### config.mk
export PLATFORM = sky130hd
export DESIGN_NAME = clkmgr_status_mon
export DESIGN_NICKNAME = d
export VERILOG_FILES = /design/src/rtl/clkmgr_status_pkg.sv /design/src/rtl/clkmgr_phase_track.sv /design/src/rtl/clkmgr_ref_watch.sv /design/src/rtl/clkmgr_status_mon.sv
export SDC_FILE = /design/constraint.sdc
export NUM_CORES = 1
export LEC_CHECK = 0
export ABC_AREA = 1
export ABC_CLOCK_PERIOD_IN_PS = 4500
export BUFFER_PORTS_ARGS = -buffer_cell sky130_fd_sc_hd__buf_4
export CAP_MARGIN = 20
export CORE_MARGIN = 2
export CORE_UTILIZATION = 35
export DETAILED_ROUTE_END_ITERATION = 8
export PLACE_DENSITY = 0.55
export SYNTH_ARGS = -nofsm -noshare
export SYNTH_HDL_FRONTEND = slang
export SYNTH_HIERARCHICAL = 1
export SYNTH_SLANG_ARGS = --single-unit
### constraint.sdc
create_clock -name clk_i -period 4.5 [get_ports clk_i]
set_input_delay 0.45 -clock clk_i [delete_from_list [all_inputs] [get_ports clk_i]]
set_output_delay 0.45 -clock clk_i [all_outputs]
set_load 0.03 [all_outputs]
### src/rtl/clkmgr_status_pkg.sv
package clkmgr_status_pkg;
  localparam int unsigned STAT_W   = 8;
  localparam int unsigned BIT_OVF  = 0;
  localparam int unsigned BIT_STOP = 1;

  typedef enum logic [1:0] {
    PS_HOLD = 2'b00,
    PS_UP   = 2'b01,
    PS_DOWN = 2'b10
  } ps_req_e;
endpackage

### src/rtl/clkmgr_phase_track.sv
module clkmgr_phase_track
  import clkmgr_status_pkg::*;
#(
  parameter int unsigned LIMIT = 255
) (
  input  logic clk_i,
  input  logic rst_ni,
  input  logic inc_i,
  input  logic dec_i,
  output logic ovf_o
);
  localparam int unsigned VAL_W = $clog2(LIMIT + 1) + 1;
  localparam logic signed [VAL_W-1:0] POS_LIM = VAL_W'(LIMIT);
  localparam logic signed [VAL_W-1:0] NEG_LIM = -POS_LIM;
  localparam logic signed [VAL_W-1:0] ONE     = VAL_W'(1);

  logic signed [VAL_W-1:0] val_q;
  logic                    ovf_q;
  ps_req_e                 req;
  logic                    at_top, at_bot;

  always_comb begin
    unique case ({dec_i, inc_i})
      2'b01:   req = PS_UP;
      2'b10:   req = PS_DOWN;
      default: req = PS_HOLD;
    endcase
  end

  assign at_top = (val_q == POS_LIM);
  assign at_bot = (val_q == NEG_LIM);

  always_ff @(posedge clk_i or negedge rst_ni) begin
    if (!rst_ni) begin
      val_q <= '0;
      ovf_q <= 1'b0;
    end else begin
      unique case (req)
        PS_UP: begin
          if (at_top) ovf_q <= 1'b1;
          else begin
            val_q <= val_q + ONE;
            ovf_q <= 1'b0;
          end
        end
        PS_DOWN: begin
          if (at_bot) ovf_q <= 1'b1;
          else begin
            val_q <= val_q - ONE;
            ovf_q <= 1'b0;
          end
        end
        default: ;
      endcase
    end
  end

  assign ovf_o = ovf_q;

  assert_in_range_R10: assert property (@(posedge clk_i) disable iff (!rst_ni)
    (val_q <= POS_LIM) && (val_q >= NEG_LIM));

  assert_reject_top_R3: assert property (@(posedge clk_i) disable iff (!rst_ni)
    (inc_i && !dec_i && at_top) |=> ($stable(val_q) && ovf_q));

  assert_reject_bot_R3: assert property (@(posedge clk_i) disable iff (!rst_ni)
    (dec_i && !inc_i && at_bot) |=> ($stable(val_q) && ovf_q));

  assert_accept_clear_R4: assert property (@(posedge clk_i) disable iff (!rst_ni)
    ((inc_i && !dec_i && !at_top) || (dec_i && !inc_i && !at_bot)) |=> !ovf_q);

  assert_both_hold_R5: assert property (@(posedge clk_i) disable iff (!rst_ni)
    (inc_i && dec_i) |=> ($stable(val_q) && $stable(ovf_q)));
endmodule

### src/rtl/clkmgr_ref_watch.sv
module clkmgr_ref_watch #(
  parameter int unsigned CNT_W = 16
) (
  input  logic             clk_i,
  input  logic             rst_ni,
  input  logic             ref_i,
  input  logic [CNT_W-1:0] limit_i,
  output logic             stop_o
);
  localparam logic [CNT_W-1:0] CNT_MAX = '1;

  logic             ref_q, stop_q, chg;
  logic [CNT_W-1:0] cnt_q, cnt_nxt;

  assign chg     = ref_i ^ ref_q;
  assign cnt_nxt = (cnt_q == CNT_MAX) ? cnt_q : cnt_q + 1'b1;

  always_ff @(posedge clk_i or negedge rst_ni) begin
    if (!rst_ni) begin
      ref_q  <= 1'b0;
      cnt_q  <= '0;
      stop_q <= 1'b0;
    end else begin
      ref_q <= ref_i;
      if (chg) begin
        cnt_q  <= '0;
        stop_q <= 1'b0;
      end else begin
        cnt_q  <= cnt_nxt;
        stop_q <= (cnt_nxt >= limit_i);
      end
    end
  end

  assign stop_o = stop_q;

  assert_edge_clears_R8: assert property (@(posedge clk_i) disable iff (!rst_ni)
    chg |=> (!stop_q && cnt_q == '0));

  assert_quiet_counts_R7: assert property (@(posedge clk_i) disable iff (!rst_ni)
    (!chg && cnt_q != CNT_MAX) |=> (cnt_q == $past(cnt_q) + 1'b1));
endmodule

### src/rtl/clkmgr_status_mon.sv
module clkmgr_status_mon
  import clkmgr_status_pkg::*;
#(
  parameter int unsigned PS_LIMIT = 255,
  parameter int unsigned TMO_W    = 16
) (
  input  logic              clk_i,
  input  logic              rst_ni,
  input  logic              ps_inc_i,
  input  logic              ps_dec_i,
  input  logic              dly_full_i,
  input  logic              ref_smp_i,
  input  logic              fb_conn_i,
  input  logic [TMO_W-1:0]  stall_lim_i,
  output logic [STAT_W-1:0] status_o
);
  logic range_ovf, ref_stop;
  logic full_q, fb_q;

  clkmgr_phase_track #(.LIMIT(PS_LIMIT)) u_phase (
    .clk_i  (clk_i),
    .rst_ni (rst_ni),
    .inc_i  (ps_inc_i),
    .dec_i  (ps_dec_i),
    .ovf_o  (range_ovf)
  );

  clkmgr_ref_watch #(.CNT_W(TMO_W)) u_watch (
    .clk_i   (clk_i),
    .rst_ni  (rst_ni),
    .ref_i   (ref_smp_i),
    .limit_i (stall_lim_i),
    .stop_o  (ref_stop)
  );

  always_ff @(posedge clk_i or negedge rst_ni) begin
    if (!rst_ni) begin
      full_q <= 1'b0;
      fb_q   <= 1'b0;
    end else begin
      full_q <= dly_full_i;
      fb_q   <= fb_conn_i;
    end
  end

  for (genvar b = 0; b < STAT_W; b++) begin : g_stat
    if (b == BIT_OVF) begin : g_ovf
      assign status_o[b] = range_ovf | full_q;
    end else if (b == BIT_STOP) begin : g_stop
      assign status_o[b] = ref_stop & fb_q;
    end else begin : g_rsvd
      assign status_o[b] = 1'b0;
    end
  end

  assert_full_flags_R6: assert property (@(posedge clk_i) disable iff (!rst_ni)
    dly_full_i |=> status_o[BIT_OVF]);

  assert_fb_gate_R9: assert property (@(posedge clk_i) disable iff (!rst_ni)
    !fb_conn_i |=> !status_o[BIT_STOP]);
endmodule

Word-level counts from Yosys, hierarchy flattened --
Index checks and enable logic that the tools add are counted.
Operators by class: $add $sub $neg 3, multipliers 0, divide/modulo/power cells 0, $lt $le $gt $ge 1, eq/ne operators 9, shifts and indexed selects 0, multiplexer cells 10, bitwise operators 3, reductions and logical operators 2
Operator list (number):
- 16-bit 2-to-1 mux | 2
- 9-bit equality test (second input constant) | 2
- 9-bit 2-to-1 mux | 2
- 9-bit case mux with 2 select lines | 1
- 16-bit by 1-bit adder with 16-bit output (second input constant) | 1
- 16-bit equality test (second input constant) | 1
- 16-bit >= comparator | 1
- 9-bit by 2-bit adder with 9-bit output (second input constant) | 1
- 9-bit by 2-bit subtractor with 9-bit output (second input constant) | 1
- 2-bit by 1-bit equality test with 1-bit output (second input constant) | 2
- 2-bit equality test (second input constant) | 2
- 2-bit inequality test (second input constant) | 2
- 2-bit case mux with 2 select lines | 1
- 1-bit 2-to-1 mux | 3
- 3-bit AND reduction | 1
- 1-bit case mux with 2 select lines | 1
- 2-bit nonzero test | 1
- 1-bit bitwise AND | 1
- 1-bit OR | 1
- 1-bit bitwise XOR | 1
Storage, ports and cells: flip-flop bits (word level) 30, bits in latches 0, bits in writable memories 0, ROM bits 0, output and inout bits 8, memories 0

Logic depth before layout (Yosys ltp) --
depth after elaboration 5, depth in mapped cells 17, mapped depth without buffers 16

Hierarchy --
Netlist, hierarchy kept.
Modules (own cells, without submodules):
- clkmgr_ref_watch | times used 1, cells an instance 220, area each 1525.2 µm², seq. area each 450.4 µm²
- clkmgr_phase_track | times used 1, cells an instance 144, area each 914.6 µm², seq. area each 250.2 µm²
- clkmgr_status_mon | times used 1, cells an instance 14, area each 117.6 µm², seq. area each 50.0 µm²

Worst setup path before layout --
OpenSTA, ideal clock, no wires.
kind register to register, start register u_watch.cnt_q[0], end register u_watch.stop_q, in the netlist u_watch/stop_o, library setup time 125 ps, arrival 1948 ps, required time 4375 ps, path slack 2427 ps, cell stages (with the launch flop) 16, path buffers 1, period minus slack after synthesis 2073 ps, path through dfrtp_1 -> ha_1 -> nand2_1 -> inv_1 -> nand3_2 -> nor2_4 -> inv_2 -> buf_2 -> nand2_1 -> ha_1 -> a21oi_1 -> nand2_1 -> nor2_1 -> nand2_1 -> nand2_1 -> a21oi_1
Between the ends: longest elaborated chain between the ends 4, elaborated cells between the ends (all ways) 5, those cells by class add/sub (1); order compare (1); eq/ne (1); mux (2)
Ends and longest elaborated chain:
- from (decl) | line clkmgr_ref_watch.sv:13 | logic [CNT_W-1:0] cnt_q, cnt_nxt;
- from (signal assigned) | line clkmgr_ref_watch.sv:29 | cnt_q <= cnt_nxt;
- 16-bit by 1-bit adder with 16-bit output / 16-bit equality test (equally long branches) | line clkmgr_ref_watch.sv:16 | assign cnt_nxt = (cnt_q == CNT_MAX) ? cnt_q : cnt_q + 1'b1;
- 16-bit 2-to-1 mux * | line clkmgr_ref_watch.sv:16
- 16-bit >= comparator * | line clkmgr_ref_watch.sv:30 | stop_q <= (cnt_nxt >= limit_i);
- 1-bit 2-to-1 mux * | line clkmgr_ref_watch.sv:25 | if (chg) begin
- to (signal assigned) | line clkmgr_ref_watch.sv:30
- to (decl) | line clkmgr_ref_watch.sv:12 | logic ref_q, stop_q, chg;
Mark *: on every way between the ends. The rest lies on a longest branch, timed or not. A chain may end at the register's enable or synchronous reset.

Worst setup path in the final report --
Ends and elaborated chain as after synthesis.

==> results by group <==
Outcome
  • Outcome: completed

STA
  • Hold Violations, Final: 0
  • Clock skew: between 6 and 7 ps
  • Clock period minus worst slack: about 2500 ps
  • Pins Over Slew Limit: 0
  • Hold WS: 86.1 ps
  • Setup TNS: 0 ps
  • Setup-failing EPs final: 0
  • Setup ws final: 2040 ps
  • Slew HR: a little over two fifths
  • Final Cycle Share: 54.6%
  • Fmax: about 0.41 GHz
  • Slew @ Worst Pin: 845 ps
  • RSZ-0062 raised after global routing: false

Routing
  • 1st-pass router iterations: 4
  • DRC Markers: 0
  • Via density: 4.52
  • Via count: 2273
  • WL/cell: ~11 um
  • Antenna-violating nets left: 0
  • Number of DRC markers in iteration 0: 94
  • Final wirelength: 5410 um

Floorplan
  • Die height: a little under 90 um
  • Die Wd: roughly 89 um
  • Ports: 31
  • Starting Density: 35.6%
  • CORE AREA: ~7200 um^2
  • Rows: 31
  • Full die area: 8010 um^2

Power
  • Maximum vdd drop: 0.142 mV
  • Leakage: approximately 1.7 nW
  • Tot Pwr: 1.07 mW
  • Power Dens Cells: ~360 nW/um^2

CTS
  • Worst skew pair latency: 280 ps
  • CTS tree: built
  • Clock transition at path regs: 70 ps
  • Hold Buf Count CTS: 0
  • Total CTS buffers: 5
  • H-tree levels: 2
  • Cts repair resizes: 0
  • Post-CTS setup buffer count: 0
  • Buffer levels on the longest clock path: 2
  • Clk root buf: clkbuf_8
  • CTS Sinks: 30

Setup path
  • Max stage delay on crit path: approximately 430 ps
  • Crit-path cells: ha_1, nand2_1, inv_1, nand3_2, nor2_4, inv_2, nand2_1, ha_1, a21o_1, a21oi_1, nand2_1, nand2_1, a21oi_1
  • Most common cell on crit path: nand2_1
  • Worst Path Required: 4620 ps
  • Crit. End Element: register
  • Slowest CP cell: dfrtp_1
  • Critical path class: reg -> reg
  • Crit path max fanout: 20
  • Worst setup SP type: register
  • Crit-path leading delay family: adder cells
  • Buffer and inverter count on the worst path: 2
  • CP arrival: 2580 ps

Final layout
  • N_diodes: 0
  • Layout cells sized above 1: between 10% and 20%
  • FF+latch area: approximately 750 um^2
  • Nets: 447
  • Area delta synth->final: 14.8%
  • Fillers: 749
  • Final Core Density: 40.9%
  • Final instance count without filler cells: 503
  • Multi-input gate area: 1460 um^2
  • Post-route cell area: 2940 um^2

Synth
  • #FFs+latches synth: 30
  • Synth Area per Inst: 6.77 um^2
  • Synth Area in Adders: 10.3%
  • Main combinational cell family by area after synthesis: simple AND/OR/NAND/NOR gates
  • Gate count of the mapped netlist: 378
  • Post-synthesis compound-gate area fraction: under 10%
  • Multiplexer share of the synthesized area: 0%
  • Ys flop type: dfrtp_1
  • Most numerous cell in the Yosys netlist: nand2_1
  • Leading area contributor after synthesis: dfrtp_1
  • Synth top area share: roughly 30%
  • FFs w/ async S/R, synth: 100%
  • Ys Warns: 6
  • Top post-synthesis cells by area: dfrtp_1 (29%), nand2_1 (16%), inv_1 (11%), ha_1 (10%), nor2_1 (5.3%)
  • Post-synth EDFFs: 0
  • Synth unique cells: 30
  • Xor and xnor area share after synthesis: 4.79%
  • Synthesized area: 2560 um^2
  • Post-synthesis sequential area ratio: 29.4%
  • Simple logic cell fraction of the synthesized area: approximately a third
  • Top cells by count, synth: nand2_1 (109), inv_1 (72), nor2_1 (36)

Global routing
  • Global-route wire length before repair: 9610 um
  • Grt ovf: 0
  • Vias in the first global route: 2222
  • Initial antenna violation count: 0
  • Largest net degree at the start of global routing: 31
  • Total GRT Usage: roughly 15%

Place
  • Pre-CTS setup slack: roughly 2000 ps
  • Port Buffers: 24
  • Placer Congestion: 0.832
  • Dpl cell area: between 2000 and 3000 um^2
  • DP HPWL: roughly 4300 um
  • Placed insts: 495

Run
  • Max-Cap Viols: 0

Worst hold path
  • Hold crit path type: in -> async
## layer usage
layer	up-vias	wire (um)	GRT usage, %
li1	1200	-	-
met1	1020	2570	18.8
met2	44	2580	26.8
met3	9	200	2.59
met4	0	58	6.38
met5	-	0	0
## cell type report
cell class              instances  share of cell area, %
flip-flops and latches         30                   25.6
multi-input cells             269                   49.9
repair buffers                 24                   6.14
inverters                      73                   9.34
well taps                      99                   4.22
clock buffers                   6                   2.81
clock inverters                 2                   2.05
## report_power, final
group          switching [mW]  internal, mW
clock                   0.102         0.236
combinational           0.208         0.134
sequential             0.0728         0.314
total                   0.384         0.684
## sequential cells by signal, summed over array words and instances, names as in the netlist
signal and count:
u_phase/ovf_o 1, u_watch/cnt_q 16, u_watch/ref_q 1, full_q 1
u_phase/val_q 9, fb_q 1, u_watch/stop_o 1
## cells in the final DEF, fill, tap and decap left out, drive strengths merged, types with 2 or more instances in the layout
cell	n
clkbuf	6
nor3	4
conb	6
bufinv	2
buf	24
nand2	111
nor2	44
xor2	8
xnor2	6
o21ai	11
inv	73
nand4	10
ha	21
a21oi	18
nand3	25
dfrtp	30
## logic make-up (layout without fill, tap and decap cells)
kind of cell,count (synthesis),in the layout
flops,30,30
simple gates,195,195
xor+xnor,14,14
fa+ha+maj,21,21
compound gates,33,33
buf+inv,84,105
other cells,1,6
## path summary, 6_finish.rpt
path                                        from                end  slack, ps  cells past startpoint
worst min-delay path                      rst_ni   u_watch/cnt_q[7]         90                      1
max in group asynchronous                 rst_ni  u_watch/cnt_q[13]       4120                      1
worst min register to register     u_phase/ovf_o      u_phase/ovf_o        530                      1
min in group clk_i                    dly_full_i             full_q        280                      1
worst max-delay path            u_watch/cnt_q[0]     u_watch/stop_o       2040                     13
worst max register to register  u_watch/cnt_q[0]     u_watch/stop_o       2040                     13
(Power assumes the default switching activity.)
